===== src/rtl/spi_pkg.sv =====
package spi_pkg;

   typedef struct packed {
      logic       irq_en;
      logic       enable;
      logic       lsb_first;
      logic       is_master;
      logic       idle_hi;
      logic       late_sample;
      logic [1:0] rate;
   } spi_ctrl_t;

   localparam logic [1:0] ADDR_CTRL = 2'd0;
   localparam logic [1:0] ADDR_STAT = 2'd1;
   localparam logic [1:0] ADDR_DATA = 2'd2;

   function automatic int max4(input int a, input int b, input int c, input int d);
      int m;
      m = a;
      if (b > m) m = b;
      if (c > m) m = c;
      if (d > m) m = d;
      return m;
   endfunction

endpackage


===== src/rtl/spi_sync.sv =====
module spi_sync #(
   parameter int           W      = 3,
   parameter int           STAGES = 2,
   parameter logic [W-1:0] RST    = '0
) (
   input  logic         clk,
   input  logic         rst_n,
   input  logic [W-1:0] d,
   output logic [W-1:0] q
);

   initial begin
      assert (STAGES >= 0 && STAGES <= 4) else $fatal(1, "spi_sync: STAGES out of range");
   end

   generate
      if (STAGES == 0) begin : g_bypass
         assign q = d;
      end else begin : g_chain
         logic [STAGES-1:0][W-1:0] st;
         always_ff @(posedge clk or negedge rst_n) begin
            if (!rst_n) begin
               for (int i = 0; i < STAGES; i++) st[i] <= RST;
            end else begin
               st[0] <= d;
               for (int i = 1; i < STAGES; i++) st[i] <= st[i-1];
            end
         end
         assign q = st[STAGES-1];
      end
   endgenerate

endmodule


===== src/rtl/spi_sck_gen.sv =====
module spi_sck_gen #(
   parameter int DIV0 = 4,
   parameter int DIV1 = 16,
   parameter int DIV2 = 64,
   parameter int DIV3 = 128
) (
   input  logic       clk,
   input  logic       rst_n,
   input  logic       run,
   input  logic       idle_hi,
   input  logic [1:0] rate,
   output logic       tick,
   output logic       sck_o
);

   localparam int MAXH = spi_pkg::max4(DIV0 / 2, DIV1 / 2, DIV2 / 2, DIV3 / 2);
   localparam int CW   = (MAXH > 2) ? $clog2(MAXH) : 1;

   initial begin
      assert (DIV0 >= 4 && DIV0 % 2 == 0) else $fatal(1, "spi_sck_gen: DIV0 must be even and >= 4");
      assert (DIV1 >= 4 && DIV1 % 2 == 0) else $fatal(1, "spi_sck_gen: DIV1 must be even and >= 4");
      assert (DIV2 >= 4 && DIV2 % 2 == 0) else $fatal(1, "spi_sck_gen: DIV2 must be even and >= 4");
      assert (DIV3 >= 4 && DIV3 % 2 == 0) else $fatal(1, "spi_sck_gen: DIV3 must be even and >= 4");
   end

   logic [CW-1:0] cnt;
   logic [CW-1:0] half_m1;
   logic          sck_q;

   always_comb begin
      unique case (rate)
         2'd0:    half_m1 = CW'(DIV0 / 2 - 1);
         2'd1:    half_m1 = CW'(DIV1 / 2 - 1);
         2'd2:    half_m1 = CW'(DIV2 / 2 - 1);
         default: half_m1 = CW'(DIV3 / 2 - 1);
      endcase
   end

   assign tick  = run && (cnt == half_m1);
   assign sck_o = sck_q;

   always_ff @(posedge clk or negedge rst_n) begin
      if (!rst_n) begin
         cnt   <= '0;
         sck_q <= 1'b0;
      end else if (!run) begin
         cnt   <= '0;
         sck_q <= idle_hi;
      end else if (cnt == half_m1) begin
         cnt   <= '0;
         sck_q <= ~sck_q;
      end else begin
         cnt <= cnt + 1'b1;
      end
   end

   // two SCK edges are never one system clock apart
   assert_tick_gap_R8: assert property (@(posedge clk) disable iff (!rst_n)
      tick |=> !tick);

   // outside a transfer the SCK level only follows the idle setting
   assert_idle_follow_R6: assert property (@(posedge clk) disable iff (!rst_n)
      !run |=> sck_o == $past(idle_hi));

endmodule


===== src/rtl/spi_shift_core.sv =====
module spi_shift_core #(
   parameter int DW = 8
) (
   input  logic          clk,
   input  logic          rst_n,
   input  logic          enable,
   input  logic          is_master,
   input  logic          late_sample,
   input  logic          lsb_first,
   input  logic          load_req,
   input  logic [DW-1:0] load_data,
   input  logic          abort,
   input  logic          m_tick,
   input  logic          s_edge,
   input  logic          s_sel,
   input  logic          master_in,
   input  logic          slave_in,
   output logic          busy,
   output logic          out_bit,
   output logic          done,
   output logic [DW-1:0] rx_data
);

   localparam int EW   = $clog2(2 * DW);
   localparam int IW   = $clog2(DW);
   localparam int LAST = 2 * DW - 1;

   initial begin
      assert (DW >= 2) else $fatal(1, "spi_shift_core: DW must be >= 2");
   end

   logic [EW-1:0] ecnt;
   logic [DW-1:0] txr;
   logic [DW-1:0] rxr;
   logic [EW-1:0] eadj;
   logic [IW-1:0] idx;
   logic [IW-1:0] sel;
   logic          load_ok;
   logic          start;
   logic          adv;
   logic          samp_now;
   logic          in_bit;

   assign load_ok  = enable && load_req && (is_master ? !busy : (ecnt == '0));
   assign start    = load_ok && is_master;
   assign adv      = is_master ? (busy && m_tick) : (s_sel && s_edge);
   assign samp_now = adv && (ecnt[0] == late_sample);
   assign in_bit   = is_master ? master_in : slave_in;

   always_comb begin
      if (late_sample) eadj = (ecnt == '0) ? '0 : (ecnt - 1'b1);
      else             eadj = ecnt;
      idx = IW'(eadj >> 1);
      sel = lsb_first ? idx : (IW'(DW - 1) - idx);
   end

   assign out_bit = txr[sel];
   assign rx_data = rxr;

   always_ff @(posedge clk or negedge rst_n) begin
      if (!rst_n) begin
         txr <= '0;
         rxr <= '0;
      end else begin
         if (load_ok) txr <= load_data;
         if (samp_now && enable && !abort) begin
            if (lsb_first) rxr <= {in_bit, rxr[DW-1:1]};
            else           rxr <= {rxr[DW-2:0], in_bit};
         end
      end
   end

   always_ff @(posedge clk or negedge rst_n) begin
      if (!rst_n) begin
         ecnt <= '0;
         busy <= 1'b0;
         done <= 1'b0;
      end else begin
         done <= 1'b0;
         if (!enable || abort) begin
            ecnt <= '0;
            busy <= 1'b0;
         end else if (start) begin
            ecnt <= '0;
            busy <= 1'b1;
         end else if (!is_master && !s_sel) begin
            ecnt <= '0;
            busy <= 1'b0;
         end else if (is_master && !busy) begin
            ecnt <= '0;
         end else if (adv) begin
            if (ecnt == EW'(LAST)) begin
               ecnt <= '0;
               busy <= 1'b0;
               done <= 1'b1;
            end else begin
               ecnt <= ecnt + 1'b1;
            end
         end
      end
   end

   // a disabled block holds no transfer state
   assert_disabled_idle_R2: assert property (@(posedge clk) disable iff (!rst_n)
      !enable |=> (ecnt == '0 && !busy));

   // an unselected slave keeps its bit counter at zero
   assert_unselected_hold_R11: assert property (@(posedge clk) disable iff (!rst_n)
      (!is_master && !s_sel) |=> (ecnt == '0));

   // completion is a single-cycle event
   assert_done_single_R4: assert property (@(posedge clk) disable iff (!rst_n)
      done |=> !done);

endmodule


===== src/rtl/spi_regs.sv =====
module spi_regs #(
   parameter int DW = 8
) (
   input  logic               clk,
   input  logic               rst_n,
   input  logic               wr,
   input  logic               rd,
   input  logic [1:0]         addr,
   input  logic [DW-1:0]      wdata,
   input  logic               fault,
   input  logic               done,
   input  logic [DW-1:0]      rx_data,
   input  logic               gie,
   output spi_pkg::spi_ctrl_t ctrl,
   output logic               data_wr,
   output logic               irq,
   output logic [DW-1:0]      rdata
);
   import spi_pkg::*;

   initial begin
      assert (DW >= 8) else $fatal(1, "spi_regs: DW must be >= 8");
   end

   logic          flag;
   logic          armed;
   logic          data_acc;
   logic [DW-1:0] dbuf;

   assign data_wr  = wr && (addr == ADDR_DATA);
   assign data_acc = (wr || rd) && (addr == ADDR_DATA);
   assign irq      = flag && ctrl.irq_en && gie;

   always_ff @(posedge clk or negedge rst_n) begin
      if (!rst_n) begin
         ctrl <= '0;
      end else begin
         if (wr && addr == ADDR_CTRL) ctrl <= spi_ctrl_t'(wdata[7:0]);
         if (fault) ctrl.is_master <= 1'b0;
      end
   end

   always_ff @(posedge clk or negedge rst_n) begin
      if (!rst_n) begin
         flag  <= 1'b0;
         armed <= 1'b0;
         dbuf  <= '0;
      end else begin
         if (done) dbuf <= rx_data;
         if (done || fault)          flag <= 1'b1;
         else if (armed && data_acc) flag <= 1'b0;
         if (armed && data_acc)                         armed <= 1'b0;
         else if (rd && addr == ADDR_STAT && flag)      armed <= 1'b1;
      end
   end

   always_comb begin
      rdata = '0;
      unique case (addr)
         ADDR_CTRL: rdata[7:0] = ctrl;
         ADDR_STAT: rdata[7]   = flag;
         ADDR_DATA: rdata      = dbuf;
         default:   rdata      = '0;
      endcase
   end

   // a mode fault demotes to slave and raises the flag
   assert_fault_demotes_R5: assert property (@(posedge clk) disable iff (!rst_n)
      fault |=> (!ctrl.is_master && flag));

   // a finished word always raises the flag
   assert_flag_after_done_R4: assert property (@(posedge clk) disable iff (!rst_n)
      done |=> flag);

   // the flag only drops after the status read armed the clear
   assert_clear_needs_arm_R10: assert property (@(posedge clk) disable iff (!rst_n)
      $fell(flag) |-> $past(armed));

endmodule


===== src/rtl/spi_ctrl_top.sv =====
module spi_ctrl_top #(
   parameter int DW          = 8,
   parameter int SYNC_STAGES = 2,
   parameter int DIV0        = 4,
   parameter int DIV1        = 16,
   parameter int DIV2        = 64,
   parameter int DIV3        = 128
) (
   input  logic          clk,
   input  logic          rst_n,
   input  logic          reg_wr,
   input  logic          reg_rd,
   input  logic [1:0]    reg_addr,
   input  logic [DW-1:0] reg_wdata,
   output logic [DW-1:0] reg_rdata,
   input  logic          global_irq_en,
   output logic          irq,
   input  logic          sck_i,
   output logic          sck_o,
   output logic          sck_oe,
   input  logic          mosi_i,
   output logic          mosi_o,
   output logic          mosi_oe,
   input  logic          miso_i,
   output logic          miso_o,
   output logic          miso_oe,
   input  logic          ss_n
);
   import spi_pkg::*;

   spi_ctrl_t     ctrl;
   logic          data_wr;
   logic          fault;
   logic          busy;
   logic          tick;
   logic          out_bit;
   logic          xfer_done;
   logic [DW-1:0] rx_data;
   logic [2:0]    sync_q;
   logic          sck_s, mosi_s, ss_s;
   logic          sck_d;
   logic          s_edge;
   logic          s_sel;

   spi_sync #(.W(3), .STAGES(SYNC_STAGES), .RST(3'b100)) u_sync (
      .clk   (clk),
      .rst_n (rst_n),
      .d     ({ss_n, sck_i, mosi_i}),
      .q     (sync_q)
   );
   assign {ss_s, sck_s, mosi_s} = sync_q;

   always_ff @(posedge clk or negedge rst_n) begin
      if (!rst_n) sck_d <= 1'b0;
      else        sck_d <= sck_s;
   end

   assign s_edge = sck_s ^ sck_d;
   assign s_sel  = ctrl.enable && !ctrl.is_master && !ss_s;
   assign fault  = ctrl.enable && ctrl.is_master && !ss_s;

   spi_regs #(.DW(DW)) u_regs (
      .clk     (clk),
      .rst_n   (rst_n),
      .wr      (reg_wr),
      .rd      (reg_rd),
      .addr    (reg_addr),
      .wdata   (reg_wdata),
      .fault   (fault),
      .done    (xfer_done),
      .rx_data (rx_data),
      .gie     (global_irq_en),
      .ctrl    (ctrl),
      .data_wr (data_wr),
      .irq     (irq),
      .rdata   (reg_rdata)
   );

   spi_sck_gen #(.DIV0(DIV0), .DIV1(DIV1), .DIV2(DIV2), .DIV3(DIV3)) u_sck (
      .clk     (clk),
      .rst_n   (rst_n),
      .run     (busy),
      .idle_hi (ctrl.idle_hi),
      .rate    (ctrl.rate),
      .tick    (tick),
      .sck_o   (sck_o)
   );

   spi_shift_core #(.DW(DW)) u_core (
      .clk         (clk),
      .rst_n       (rst_n),
      .enable      (ctrl.enable),
      .is_master   (ctrl.is_master),
      .late_sample (ctrl.late_sample),
      .lsb_first   (ctrl.lsb_first),
      .load_req    (data_wr),
      .load_data   (reg_wdata),
      .abort       (fault),
      .m_tick      (tick),
      .s_edge      (s_edge),
      .s_sel       (s_sel),
      .master_in   (miso_i),
      .slave_in    (mosi_s),
      .busy        (busy),
      .out_bit     (out_bit),
      .done        (xfer_done),
      .rx_data     (rx_data)
   );

   assign sck_oe  = ctrl.enable && ctrl.is_master;
   assign mosi_oe = ctrl.enable && ctrl.is_master;
   assign mosi_o  = out_bit;
   assign miso_o  = out_bit;
   assign miso_oe = s_sel;

   // a finished master transfer leaves SCK at its idle level
   assert_sck_rests_R6: assert property (@(posedge clk) disable iff (!rst_n)
      (xfer_done && ctrl.is_master && $stable(ctrl.idle_hi)) |-> (sck_o == ctrl.idle_hi));

   // no interrupt while the global enable is low
   assert_irq_gated_R9: assert property (@(posedge clk) disable iff (!rst_n)
      !global_irq_en |-> !irq);

endmodule


===== config.mk =====
export PLATFORM = sky130hd
export DESIGN_NAME = spi_ctrl_top
export DESIGN_NICKNAME = d
export VERILOG_FILES = /design/src/rtl/spi_pkg.sv /design/src/rtl/spi_sync.sv /design/src/rtl/spi_sck_gen.sv /design/src/rtl/spi_shift_core.sv /design/src/rtl/spi_regs.sv /design/src/rtl/spi_ctrl_top.sv
export SDC_FILE = /design/constraint.sdc
export NUM_CORES = 1
export LEC_CHECK = 0
export BUFFER_PORTS_ARGS = -buffer_cell sky130_fd_sc_hd__buf_2
export CAP_MARGIN = 10
export CELL_PAD_IN_SITES_DETAIL_PLACEMENT = 1
export CELL_PAD_IN_SITES_GLOBAL_PLACEMENT = 2
export CORE_ASPECT_RATIO = 0.6
export CORE_UTILIZATION = 41
export DETAILED_ROUTE_END_ITERATION = 8
export GPL_TIMING_DRIVEN = 0
export PLACE_DENSITY_LB_ADDON = 0.1
export SLEW_MARGIN = 20
export SYNTH_ARGS = -nofsm -noshare
export SYNTH_HDL_FRONTEND = slang
export SYNTH_SLANG_ARGS = --single-unit

===== constraint.sdc =====
create_clock -name clk -period 4.8 [get_ports clk]
set_input_delay 0.48 -clock clk [delete_from_list [all_inputs] [get_ports clk]]
set_output_delay 0.48 -clock clk [all_outputs]
set_load 0.03 [all_outputs]

=== Word level (Yosys, flattened, before mapping) ===
Index checks and enable logic that the tools add are counted.

* Logic and storage cells: 118
* Input port bits: 19
* Output and inout bits: 15
* Register bits after elaboration: 54

* Mux-type cells: 40
* Bitwise operators: 2
* Add/sub/neg operators: 4
* Reduce and logical (&&, ||, !) cells: 42
* Magnitude comparators: 1
* Eq/ne operators: 9

{| class="wikitable"
|+ Operators by type and width
! cell !! count
|-
| $mux W4 || 8
|-
| $logic_and A1 B1 Y1 || 23
|-
| $mux W1 || 23
|-
| $pmux W6 S3 || 1
|-
| $pmux W7 S2 || 1
|-
| $mux W6 || 2
|-
| $mux W8 || 1
|-
| $reduce_bool A4 Y1 || 2
|-
| $add A6 B1 Y6 const B || 1
|-
| $eq A6 B6 Y1 || 1
|-
| $logic_not A1 Y1 || 6
|-
| $reduce_bool A2 Y1 || 3
|-
| $mux W5 || 1
|-
| $reduce_bool A5 Y1 || 1
|-
| $add A4 B1 Y4 const B || 1
|-
| $eq A2 B1 Y1 const B || 2
|-
| $eq A2 B2 Y1 const B || 2
|-
| $eq A4 B4 Y1 const B || 1
|-
| $logic_not A2 Y1 || 2
|-
| $logic_not A4 Y1 || 1
|-
| $lt A3 B4 Y1 const B || 1
|-
| $ne A4 B1 Y1 const B || 1
|-
| $sub A4 B1 Y4 const B || 1
|-
| $bmux W1 S3 || 1
|-
| 9 further kinds || 11
|}

=== Depth between registers and ports, before layout ===
Gate-level depths: netlist of the first run.

* Depth in word-level cells: 11
* Depth in mapped cells: 9
* Gate-level depth less buffers: 8

=== Cells and area by module ===
A second synthesis of the first run with hierarchy kept.

* Cell total of the unflattened synthesis: 242
* Area total of the unflattened synthesis: 2778.9 um^2

{| class="wikitable"
|+ Modules (own cells, without submodules)
! module !! area an instance (um^2) !! times used !! sequential area each (um^2) !! cells each
|-
| spi_shift_core || 1293.7 || 1 || 550.5 || 121
|-
| spi_regs || 869.6 || 1 || 450.4 || 68
|-
| spi_sck_gen || 364.1 || 1 || 175.2 || 37
|-
| spi_sync || 175.2 || 1 || 152.6 || 9
|-
| spi_ctrl_top || 76.3 || 1 || 25.0 || 7
|}

=== Worst setup path after synthesis of the first run ===
Ideal clock, no wire load.

* Path kind: register -> output
* Start point: register u_core.ecnt[0]
* End point: output port mosi_o
* Cell stages (with the launch flop): 10
* Arrival: 2.491 ns
* Data required time: 4.320 ns
* Path buffers: 1
* Path slack: 1.829 ns
* Cells stage by stage: dfrtp_1 > inv_1 > ha_1 > nor3b_2 > o22a_1 > xnor2_1 > or4_1 > o311a_1 > o2bb2ai_1 > buf_4

* Cells in the longest elaborated chain, start to end: 7
* Elaborated cells on any way between the ends: 8
* Classes of those cells: add/sub: 2; mux: 5; reduce/logical: 1

{| class="wikitable"
|+ RTL lines
! item !! line !! source
|-
| start: declaration || spi_shift_core.sv:32 || <nowiki>logic [EW-1:0] ecnt;</nowiki>
|-
| start signal: assignment || spi_shift_core.sv:97 || <nowiki>ecnt <= ecnt + 1'b1;</nowiki>
|-
| $sub A4 B1 Y4 or $logic_not A4 Y1 (tied branches) || spi_shift_core.sv:51 || <nowiki>if (late_sample) eadj = (ecnt == '0) ? '0 : (ecnt - 1'b1);</nowiki>
|-
| $mux W4 * (2 in series) || spi_shift_core.sv:51 ||
|-
| $sub A3 B3 Y3 || spi_shift_core.sv:54 || <nowiki>sel = lsb_first ? idx : (IW'(DW - 1) - idx);</nowiki>
|-
| $mux W3 * || spi_shift_core.sv:54 ||
|-
| $bmux W1 S3 * || spi_shift_core.sv:57 || <nowiki>assign out_bit = txr[sel];</nowiki>
|-
| $mux W1 (implied by the code) * || spi_shift_core.sv:57 ||
|-
| end: declaration || spi_ctrl_top.sv:22 || <nowiki>output logic mosi_o,</nowiki>
|}

Every way passes the cells marked *; elsewhere a longest branch is shown, timed or not. The select of a mux whose other input is x is not followed.

=== Final worst setup path of the first run ===
* Start point: register u_core.ecnt[1]
* End point: output port mosi_o

* Cells in the longest elaborated chain, start to end: 7
* Elaborated cells on any way between the ends: 8
* Classes of those cells: add/sub: 2; mux: 5; reduce/logical: 1

{| class="wikitable"
|+ RTL lines
! item !! line
|-
| $sub A4 B1 Y4 or $logic_not A4 Y1 (tied branches) || spi_shift_core.sv:51
|-
| $mux W4 || spi_shift_core.sv:51
|-
| $mux W4 * || spi_shift_core.sv:51
|-
| $sub A3 B3 Y3 || spi_shift_core.sv:54
|-
| $mux W3 * || spi_shift_core.sv:54
|-
| $bmux W1 S3 * || spi_shift_core.sv:57
|-
| $mux W1 (implied by the code) * || spi_shift_core.sv:57
|}

Marks and branches as above.

==> results of run 1 <==
## critical path: cells and delay by family (launching register included)
family	cells	cell delay, ps
and+or+nand+nor	2	820
adders and majority gates	1	230
xor gates and xnor gates	1	160
buffers and inverters	3	480
AOI/OAI and AO/OA	3	640
DFF	1	450
## stage by stage
step / utilization, % / hold WS [ps]
2_1_floorplan: - / 184
3_3_place_gp: 48.5 / 334
3_5_place_dp: 48.5 / 341
4_1_cts: 50.8 / 265
5_1_grt: 50.8 / 274
6_report: 50.8 / 231
## power by group through the flow
stage          registers, mW  logic (mW)  clock network, mW
2_1_floorplan          0.576       0.235                  0
3_3_place_gp           0.597       0.309                  0
4_1_cts                0.593       0.324              0.377
3_5_place_dp           0.600       0.322                  0
6_report               0.595       0.321              0.368
5_1_grt                0.603       0.353              0.398
## cells in the mapped netlist (3+ instances only)
master / number
a21oi_1: 7
nor2b_1: 4
or3_1: 5
ha_1: 4
mux2_2: 37
nand3_1: 11
and3_1: 3
o21ai_0: 12
nor2_1: 19
xnor2_1: 5
nand2_1: 13
o22ai_1: 3
inv_1: 5
and2_1: 3
nor4_1: 3
xor2_1: 5
dfrtp_1: 52
clkbuf_1: 7
mux2i_1: 11
nor3_1: 7
## path summary, 6_finish.rpt
check,end,depth (start not counted),slack (ps)
worst min register to register,u_sync.q[1]$_DFF_PN0_,0,350
worst min-delay path,u_core.txr[7]$_DFFE_PN0N_,1,230
max in group asynchronous,u_regs.dbuf[4]$_DFFE_PN0P_,1,4080
worst max-delay path,mosi_o,10,1230
worst max register to register,u_core.rx_data[5]$_DFFE_PN0P_,6,2280
min in group clk,u_sync.g_chain.st[2]$_DFF_PN1_,1,290
## metal layers
metal  GRT usage [%]  vias up  share of wire, %
met1            34.1     1080                54
met4            4.05        0              0.64
met5               0        -                 0
met3            3.65        7               2.7
met2            35.1       39                43
li1                -      988                 -
## state kept, by name, summed over array words and instances, names as in the netlist, 3 cells and up
register	count
u_sync.q	3
u_core.txr	8
u_core.rx_data	8
u_core.ecnt	4
u_regs.dbuf	8
u_sync.g_chain.st	3
u_regs.ctrl	8
u_sck.cnt	6
## kinds of logic after synthesis
family,after synthesis,synth area share (%)
compound gates,40,9.70
xor+xnor,10,3.12
fa+ha+maj,4,1.78
buf+inv,17,2.63
flops,54,48.2
mux,49,19.2
simple gates,78,15.4
## cell type report
class | count | area, um^2
Buffer | 12 | 55.1
Inverter | 5 | 18.8
Fill cell | 719 | 3130
Timing Repair Buffer | 33 | 168
Tap cell | 84 | 105
Clock buffer | 7 | 143
Clock inverter | 1 | 5.00
Multi-Input combinational cell | 181 | 1380
Sequential cell | 54 | 1350
==> results.yml, run 1 <==
synth:
  synth_nets: 275
  yosysWarningCount: 0
  postSynthAreaPerCell_um2: 11.2
  netlist_area_um2: 2810
  async_flop_share_pct: 100
  seq_area_frac_synth_pct: 48.2
  synth-edff-count: 0
  synth_area_leader_cell: "dfrtp_1"
  synthTopCellsByArea: "dfrtp_1, mux2_2, mux2i_1"
  synthFlopType: "dfrtp_1"
  synth_cell_types: 48
  syn_inst: 252
  ys_ff_latch: 54
  synth_top_cell_area_share_pct: 46.3
timing:
  worst_pin_slew_ps: 779
  relSlewSlack_pct: 47.8
  setup_ws_ps: 1230
  hold_violations: 0
  setup_viol: 0
  rsz0062_at_grt: "false"
  tns_ps: 0
  fin_crit_sh_pct: 74.4
  drv_slew: 0
  finalCriticalPeriod_ps: 3570
  max_freq_mhz: 280
  skew_ps: 5.68
cts:
  post_cts_resized: 0
  cts_tree: "yes"
  cts_setup_buffers: 0
  clk_pin_slew_ps: 70
  cts_root_buf: "clkbuf_16"
  hold_buffers: 0
  ctsHtreeMaxLevel: 2
  cts_made_buffers: 5
  clk_path_buf_depth: 2
  insertion_delay_ps: 290
  cts_sinks: 54
power_and_ir_drop:
  clkPwrFrac_pct: 28.7
  switchingPower_uw: 411
  p_comb_share_pct: 25.0
  swShare_pct: 32.0
  total_power_mw: 1.28
  leakage_nw: 1.46
  ir_drop_uv: 229
  power.density_nw_per_um2: 397
  seqPwrFrac_pct: 46.3
  p_int_uw: 873
critical_path:
  r2r_start: "u_regs.ctrl[0]$_DFFE_PN0P_"
  end_kind: "output port"
  cp-startpoint: "u_core.ecnt[1]$_DFFE_PN0P_"
  crit_type: "register to output port"
  cp_max_fo: 5
  arrival_ps: 3090
  startpoint_type: "register"
  critPathSlowestCell: "or4_1"
  slowest_delay_ps: 530
  required_ps: 4320
  crit_chain: "inv_1 -> ha_1 -> nor3b_2 -> o22a_1 -> xnor2_1 -> or4_1 -> o311a_1 -> o2bb2ai_1 -> buf_4 -> buf_2"
floorplanning:
  boundaryPins: 34
  start_util_pct: 44.2
  die_width_um: 109
  die_y_um: 66.1
  die_area_um2: 7200
  fp.coreArea_um2: 6360
  num_rows: 22
layout:
  syn_to_final_growth_pct: 15.0
  drive_gt1_share_pct: 31.4
  antennaDiodeCount: 0
  layout_commonest_cell: "dfrtp_1"
  layout.cells.non_filler: 377
  finalNetCount: 315
  layout_common_cells: "dfrtp_1, mux2_2, buf_2"
  stdcell_area_um2: 3230
run:
  maxCapViolCount: 0
min_path:
  min_path_type: "primary input to async pin"
placed_design:
  hpwl_mm: 5.30
  place_congestion: 0.771
  postPlaceCellArea_um2: 3080
  placed_cells: 369
  port_buffers: 33
  pre_cts_ws_ps: 1600
routing:
  drt-initial-drc-count: 92
  antenna_left: 0
  drtPass1Iterations: 4
  routed-via-count: 2114
  drcViolationCount: 0
  wl_per_cell_um: 19.3
  viasPerCell: 5.61
  wirelength_mm: 7.29
status:
  status: "finished, final reports clean"
grt:
  grt_pass1_vias: 2222
  grt_max_degree: 55
  grt_pass1_wl_mm: 12.0
  grt_use_total_pct: 22.8
  antenna_found_initial: 0
  grt-ovfl-total: 0
Note: power is estimated with default switching activity, not from simulation.
==> run 2, diff against run 1 <==
--- a/config.mk
+++ b/config.mk
@@ -5,12 +5,13 @@
 export SDC_FILE = /design/constraint.sdc
 export NUM_CORES = 1
 export LEC_CHECK = 0
+export ABC_AREA = 1
 export BUFFER_PORTS_ARGS = -buffer_cell sky130_fd_sc_hd__buf_2
 export CAP_MARGIN = 10
 export CELL_PAD_IN_SITES_DETAIL_PLACEMENT = 1
 export CELL_PAD_IN_SITES_GLOBAL_PLACEMENT = 2
 export CORE_ASPECT_RATIO = 0.6
-export CORE_UTILIZATION = 41
+export CORE_UTILIZATION = 35
 export DETAILED_ROUTE_END_ITERATION = 8
 export GPL_TIMING_DRIVEN = 0
 export PLACE_DENSITY_LB_ADDON = 0.1
==> constraint.sdc (replaced) <==
create_clock -name clk -period 3.52 [get_ports clk]
set_input_delay 0.352 -clock clk [delete_from_list [all_inputs] [get_ports clk]]
set_output_delay 0.352 -clock clk [all_outputs]
set_load 0.03 [all_outputs]
==> run 2 against run 1 <==
  * Critical path depth grew 2
  * Largest power group unchanged
  * Sequential share of layout area grew 0.43 points
  * Clock skew grew 2.3 ps
==> results.yml, run 2 <==
status:
  status: "finished, final reports clean"
critical_path:
  rrSetupSlack_ps: 1760
  startpoint_type: "register"
  cp_max_fo: 7
  crit_chain: "inv_1 -> ha_1 -> nand3_1 -> nand2_1 -> nand2_1 -> nand2_1 -> nand3_1 -> nand3_1 -> nand3_1 -> nand2_1 -> buf_4 -> buf_2"
  cp-startpoint: "u_core.ecnt[0]$_DFFE_PN0P_"
  reg2reg_depth: 8
  critPathSlowestCell: "dfrtp_1"
  slowest_delay_ps: 420
  arrival_ps: 2200
  crit_type: "register to output port"
  reg2reg_to: "u_core.rx_data[7]$_DFFE_PN0P_"
  required_ps: 3170
  end_kind: "output port"
  r2r_start: "u_regs.ctrl[4]$_DFFE_PN0P_"
timing:
  fin_crit_sh_pct: 72.4
  rsz0062_at_grt: "false"
  worst_pin_slew_ps: 710
  tns_ps: 0
  hold_violations: 0
  relSlewSlack_pct: 52.7
  finalCriticalPeriod_ps: 2550
  drv_slew: 0
  setup_viol: 0
  skew_ps: 7.97
  setup_ws_ps: 971
  fin_hold_ws_ps: 92.7
  max_freq_mhz: 392
power_and_ir_drop:
  switchingPower_uw: 596
  ir_drop_uv: 248
  leakage_nw: 1.51
  seqPwrFrac_pct: 43.4
  p_int_mw: 1.22
  power.density_nw_per_um2: 567
  total_power_mw: 1.82
  p_comb_share_pct: 23.5
  clkPwrFrac_pct: 33.1
  swShare_pct: 32.8
routing:
  wirelength_mm: 7.26
  antenna_left: 0
  viasPerCell: 4.87
  wl_per_cell_um: 15.5
  drcViolationCount: 0
  drt-initial-drc-count: 69
  routed-via-count: 2276
  drtPass1Iterations: 4
placed_design:
  placed_cells: 459
  hpwl_mm: 5.53
  place_congestion: 0.789
  port_buffers: 33
  postPlaceCellArea_um2: 3020
  pre_cts_ws_ps: 1270
run:
  maxCapViolCount: 0
floorplanning:
  boundaryPins: 34
  die_area_um2: 8150
  die_y_um: 70.3
  fp.coreArea_um2: 7390
  start_util_pct: 36.9
  die_width_um: 116
  num_rows: 24
synth:
  postSynthAreaPerCell_um2: 8.46
  netlist_area_um2: 2720
  yosysWarningCount: 0
  synth-compound-area-share_pct: 11.5
  syn_inst: 322
  synth_top_cell_area_share_pct: 47.8
  synth_top_family_by_area: "simple AND/OR/NAND/NOR gates"
  ys_ff_latch: 54
  synth-simple-area-share_pct: 26.1
  async_flop_share_pct: 100
  seq_area_frac_synth_pct: 49.7
  synthMuxAreaShare_pct: 2.20
  synth.most_common_cell: "nand2_1"
  synth_nets: 345
  synthTopCellsByArea: "dfrtp_1, nand2_1, nand3_1"
  synth_cell_types: 34
  synth_area_leader_cell: "dfrtp_1"
  synthTopCellsByCount: "nand2_1, dfrtp_1, nand3_1"
  yosys.area_share.xor_xnor_pct: 1.93
  synth-edff-count: 0
  synthAdderAreaFrac_pct: 1.84
  synthFlopType: "dfrtp_1"
grt:
  grt-ovfl-total: 0
  antenna_found_initial: 0
  grt_use_total_pct: 20.4
  grt_pass1_vias: 2368
  grt_pass1_wl_mm: 12.5
  grt_max_degree: 55
cts:
  cts_sinks: 54
  cts_made_buffers: 5
  cts_setup_buffers: 0
  cts_root_buf: "clkbuf_16"
  clk_pin_slew_ps: 70
  post_cts_resized: 0
  ctsHtreeMaxLevel: 2
  cts_tree: "yes"
  hold_buffers: 0
  insertion_delay_ps: 300
  clk_path_buf_depth: 2
layout:
  syn_to_final_growth_pct: 17.5
  layout_commonest_cell: "nand2_1"
  drive_gt1_share_pct: 18.5
  layout_common_cells: "nand2_1, dfrtp_1, nand3_1"
  finish.utilization_pct: 43.3
  antennaDiodeCount: 0
  stdcell_area_um2: 3200
  layout.cells.non_filler: 467
  finalNetCount: 385
min_path:
  min_path_type: "primary input to async pin"
run 2: cell count changes after synthesis, sizes merged, moves of 6 or more:
cell / delta
nand2: +70
nand3: +26
mux2: -37
inv: +28
mux2i: -6
o21ai: +19
nor2: +7
nor3: -7
run 2: how the worst max path moves through the flow:
stage	end
final	mosi_o
after CTS	mosi_o
after global routing	mosi_o
after global placement	mosi_o
after floorplan	mosi_o
after detailed placement	mosi_o
run 2: cell type report:
cell class / count / area [um^2]
fillers: 922 / 4190
flip-flops and latches: 54 / 1350
multi-input cells: 226 / 1190
repair buffers: 33 / 168
clock buffers: 6 / 139
well taps: 104 / 130
inverters: 34 / 128
plain buffers: 8 / 55.1
clock inverters: 2 / 38.8
run 2: metal layers:
metal  up-vias  track usage, %  wire length, um
met1      1101            32.6             4070
met2        34            28.0             2920
li1       1134               -                -
met5         -               0                0
met3         7            3.91              214
met4         0            3.85               53
run 2: worst max-delay path, delay by kind of cell (launching register included):
kind / cells / cell delay, ps
simple gates: 8 / 800
flops: 1 / 420
buf+inv: 3 / 460
fa+ha+maj: 1 / 220
run 2: power groups by stage:
stage                     registers [mW]  clock network (mW)  logic [mW]
after floorplan                    0.775                   0       0.312
after global placement             0.797                   0       0.423
after detailed placement           0.799                   0       0.432
after CTS                          0.788               0.612       0.434
after global routing               0.801               0.634       0.480
final                              0.789               0.600       0.426
run 2: kinds of logic (layout without fill, tap and decap cells):
family	after synthesis	in the layout
buf+inv	42	83
flops	54	54
mux	6	6
simple gates	157	157
compound gates	53	53
fa+ha+maj	4	4
xor+xnor	6	6
==> run 3, diff against run 2 <==
==> constraint.sdc (replaced) <==
create_clock -name clk -period 2.6 [get_ports clk]
set_input_delay 0.26 -clock clk [delete_from_list [all_inputs] [get_ports clk]]
set_output_delay 0.26 -clock clk [all_outputs]
set_load 0.03 [all_outputs]
==> run 3 against run 2 <==
  * The run now ends with hold timing left
  * Global-route usage is the same
  * Total power grew 36%
  * Sequential power grew 36%
  * Die area unchanged
  * Flip-flop and latch count stayed put
  * Critical path depth unchanged
  * Clock power increased by 36%
  * Worst hold slack got worse by 96 ps
  * Cell count rose by 0.43%
  * First-iteration DRC count up 20%
  * Critical endpoint unchanged
==> results.yml, run 3 (synthesis results as in run 2) <==
timing:
  skew_ps: 7.14
  fin_crit_sh_pct: 91.5
  hold_violations: 2
  fin_hold_ws_ps: -3.53
  setup_ws_ps: 221
  max_freq_mhz: 420
  relSlewSlack_pct: 52.9
  finalCriticalPeriod_ps: 2380
  drv_slew: 0
  setup_viol: 0
  tns_ps: 0
  worst_pin_slew_ps: 706
placed_design:
  port_buffers: 33
  place_congestion: 0.789
  pre_cts_ws_ps: 438
  placed_cells: 459
  hpwl_mm: 5.53
  postPlaceCellArea_um2: 3020
layout:
  layout_common_cells: "nand2_1, dfrtp_1, nand3_1"
  fillers: 923
  layout.cells.non_filler: 469
  ff_latch_area_um2: 1360
  drive_gt1_share_pct: 19.7
  finalNetCount: 387
  stdcell_area_um2: 3220
  layout_commonest_cell: "nand2_1"
  antennaDiodeCount: 0
  syn_to_final_growth_pct: 18.1
  multiInputGateArea_um2: 1190
floorplanning:
  die_y_um: 70.3
  boundaryPins: 34
  die_width_um: 116
  num_rows: 24
  fp.coreArea_um2: 7390
  die_area_um2: 8150
  start_util_pct: 36.9
critical_path:
  path_buf_inv: 3
  crit_type: "register to output port"
  arrival_ps: 2120
  startpoint_type: "register"
  required_ps: 2340
  r2r_start: "u_regs.ctrl[4]$_DFFE_PN0P_"
  rrSetupSlack_ps: 840
  critical_path.most_common_cell: "nand3_1"
  reg2reg_depth: 8
  critPathSlowestCell: "dfrtp_1"
  cp_max_fo: 6
  crit_end: "mosi_o"
  end_kind: "output port"
  slowest_delay_ps: 430
  reg2reg_to: "u_core.rx_data[7]$_DFFE_PN0P_"
  critPathTopFamily: "simple AND/OR/NAND/NOR gates"
  cp-startpoint: "u_core.ecnt[0]$_DFFE_PN0P_"
  crit_chain: "inv_2 -> ha_1 -> nand3_1 -> nand2_2 -> nand2_1 -> nand2_1 -> nand3_1 -> nand3_1 -> nand3_1 -> nand2_1 -> buf_4 -> buf_2"
  cp.depth: 12
cts:
  cts_sinks: 54
  cts_made_buffers: 5
  clk_pin_slew_ps: 70
  ctsHtreeMaxLevel: 2
  hold_buffers: 0
  clk_path_buf_depth: 2
  insertion_delay_ps: 300
  cts_root_buf: "clkbuf_16"
  cts_tree: "yes"
status:
  status: "finished, violations left"
  violations: "hold timing"
power_and_ir_drop:
  total_power_mw: 2.46
  power.density_nw_per_um2: 765
  ir_drop_uv: 337
  leakage_nw: 1.52
grt:
  grt-ovfl-total: 0
  grt_pass1_wl_mm: 12.5
  grt_pass1_vias: 2368
  grt_max_degree: 55
  grt_use_total_pct: 20.4
  antenna_found_initial: 0
routing:
  drcViolationCount: 0
  wirelength_mm: 7.31
  drt-initial-drc-count: 83
  drtPass1Iterations: 4
  wl_per_cell_um: 15.6
  routed-via-count: 2303
  viasPerCell: 4.91
  antenna_left: 0
min_path:
  min_path_type: "primary input to async pin"
run:
  maxCapViolCount: 0
[run 3: where the power goes]
group	total, mW	internal (mW)	leakage (nW)	switching, mW
Combinational	0.579	0.205	0.737	0.374
Clock	0.815	0.485	0.0875	0.330
Sequential	1.07	0.961	0.695	0.107
Total	2.46	1.65	1.52	0.811
[run 3: final cells by class]
type | instances | area share, %
Clock buffer | 6 | 4.32
Clock inverter | 2 | 1.21
Sequential cell | 54 | 42.1
Buffer | 8 | 1.71
Inverter | 34 | 3.97
Multi-Input combinational cell | 226 | 37.0
Timing Repair Buffer | 35 | 5.68
Tap cell | 104 | 4.04
[run 3: how the worst min path moves through the flow]
stage	to	cells after the start
after detailed placement	u_sync.q[0]$_DFF_PN0_	0
after global routing	u_sync.q[1]$_DFF_PN0_	1
final	u_sync.q[1]$_DFF_PN0_	1
after global placement	u_sync.q[1]$_DFF_PN0_	0
after CTS	u_sync.g_chain.st[1]$_DFF_PN0_	1
after floorplan	sck_d$_DFF_PN0_	0
[run 3: layer usage]
layer / global-route usage [%] / vias up / wire length, um
met5: 0 / - / 0
met4: 3.85 / 0 / 54
met3: 3.91 / 7 / 193
met2: 28.0 / 34 / 2960
met1: 32.6 / 1125 / 4100
li1: - / 1137 / -
[run 3: through the flow]
| stage | utilization [%] | hold WS [ps] |
|---|---|---|
| finish | 43.6 | -3.53 |
| global route | 43.6 | 49.0 |
| CTS | 43.3 | 33.3 |
| detailed placement | 40.9 | 337 |
| global placement | 40.9 | 334 |
| floorplan | - | -35.6 |
[run 3: worst register-to-register path, delay by kind of cell (launching register included)]
| kind | cells | cell delay [ps] |
|---|---|---|
| AND/OR/NAND/NOR | 2 | 250 |
| flip-flops | 1 | 350 |
| AO/OA/AOI/OAI | 3 | 680 |
| buffers and inverters | 3 | 420 |
[run 3: what timing repair did]
item	in CTS	in global routing
endpoints found under the setup margin	0	2
resized for setup	0	3
buffers inserted	0	2
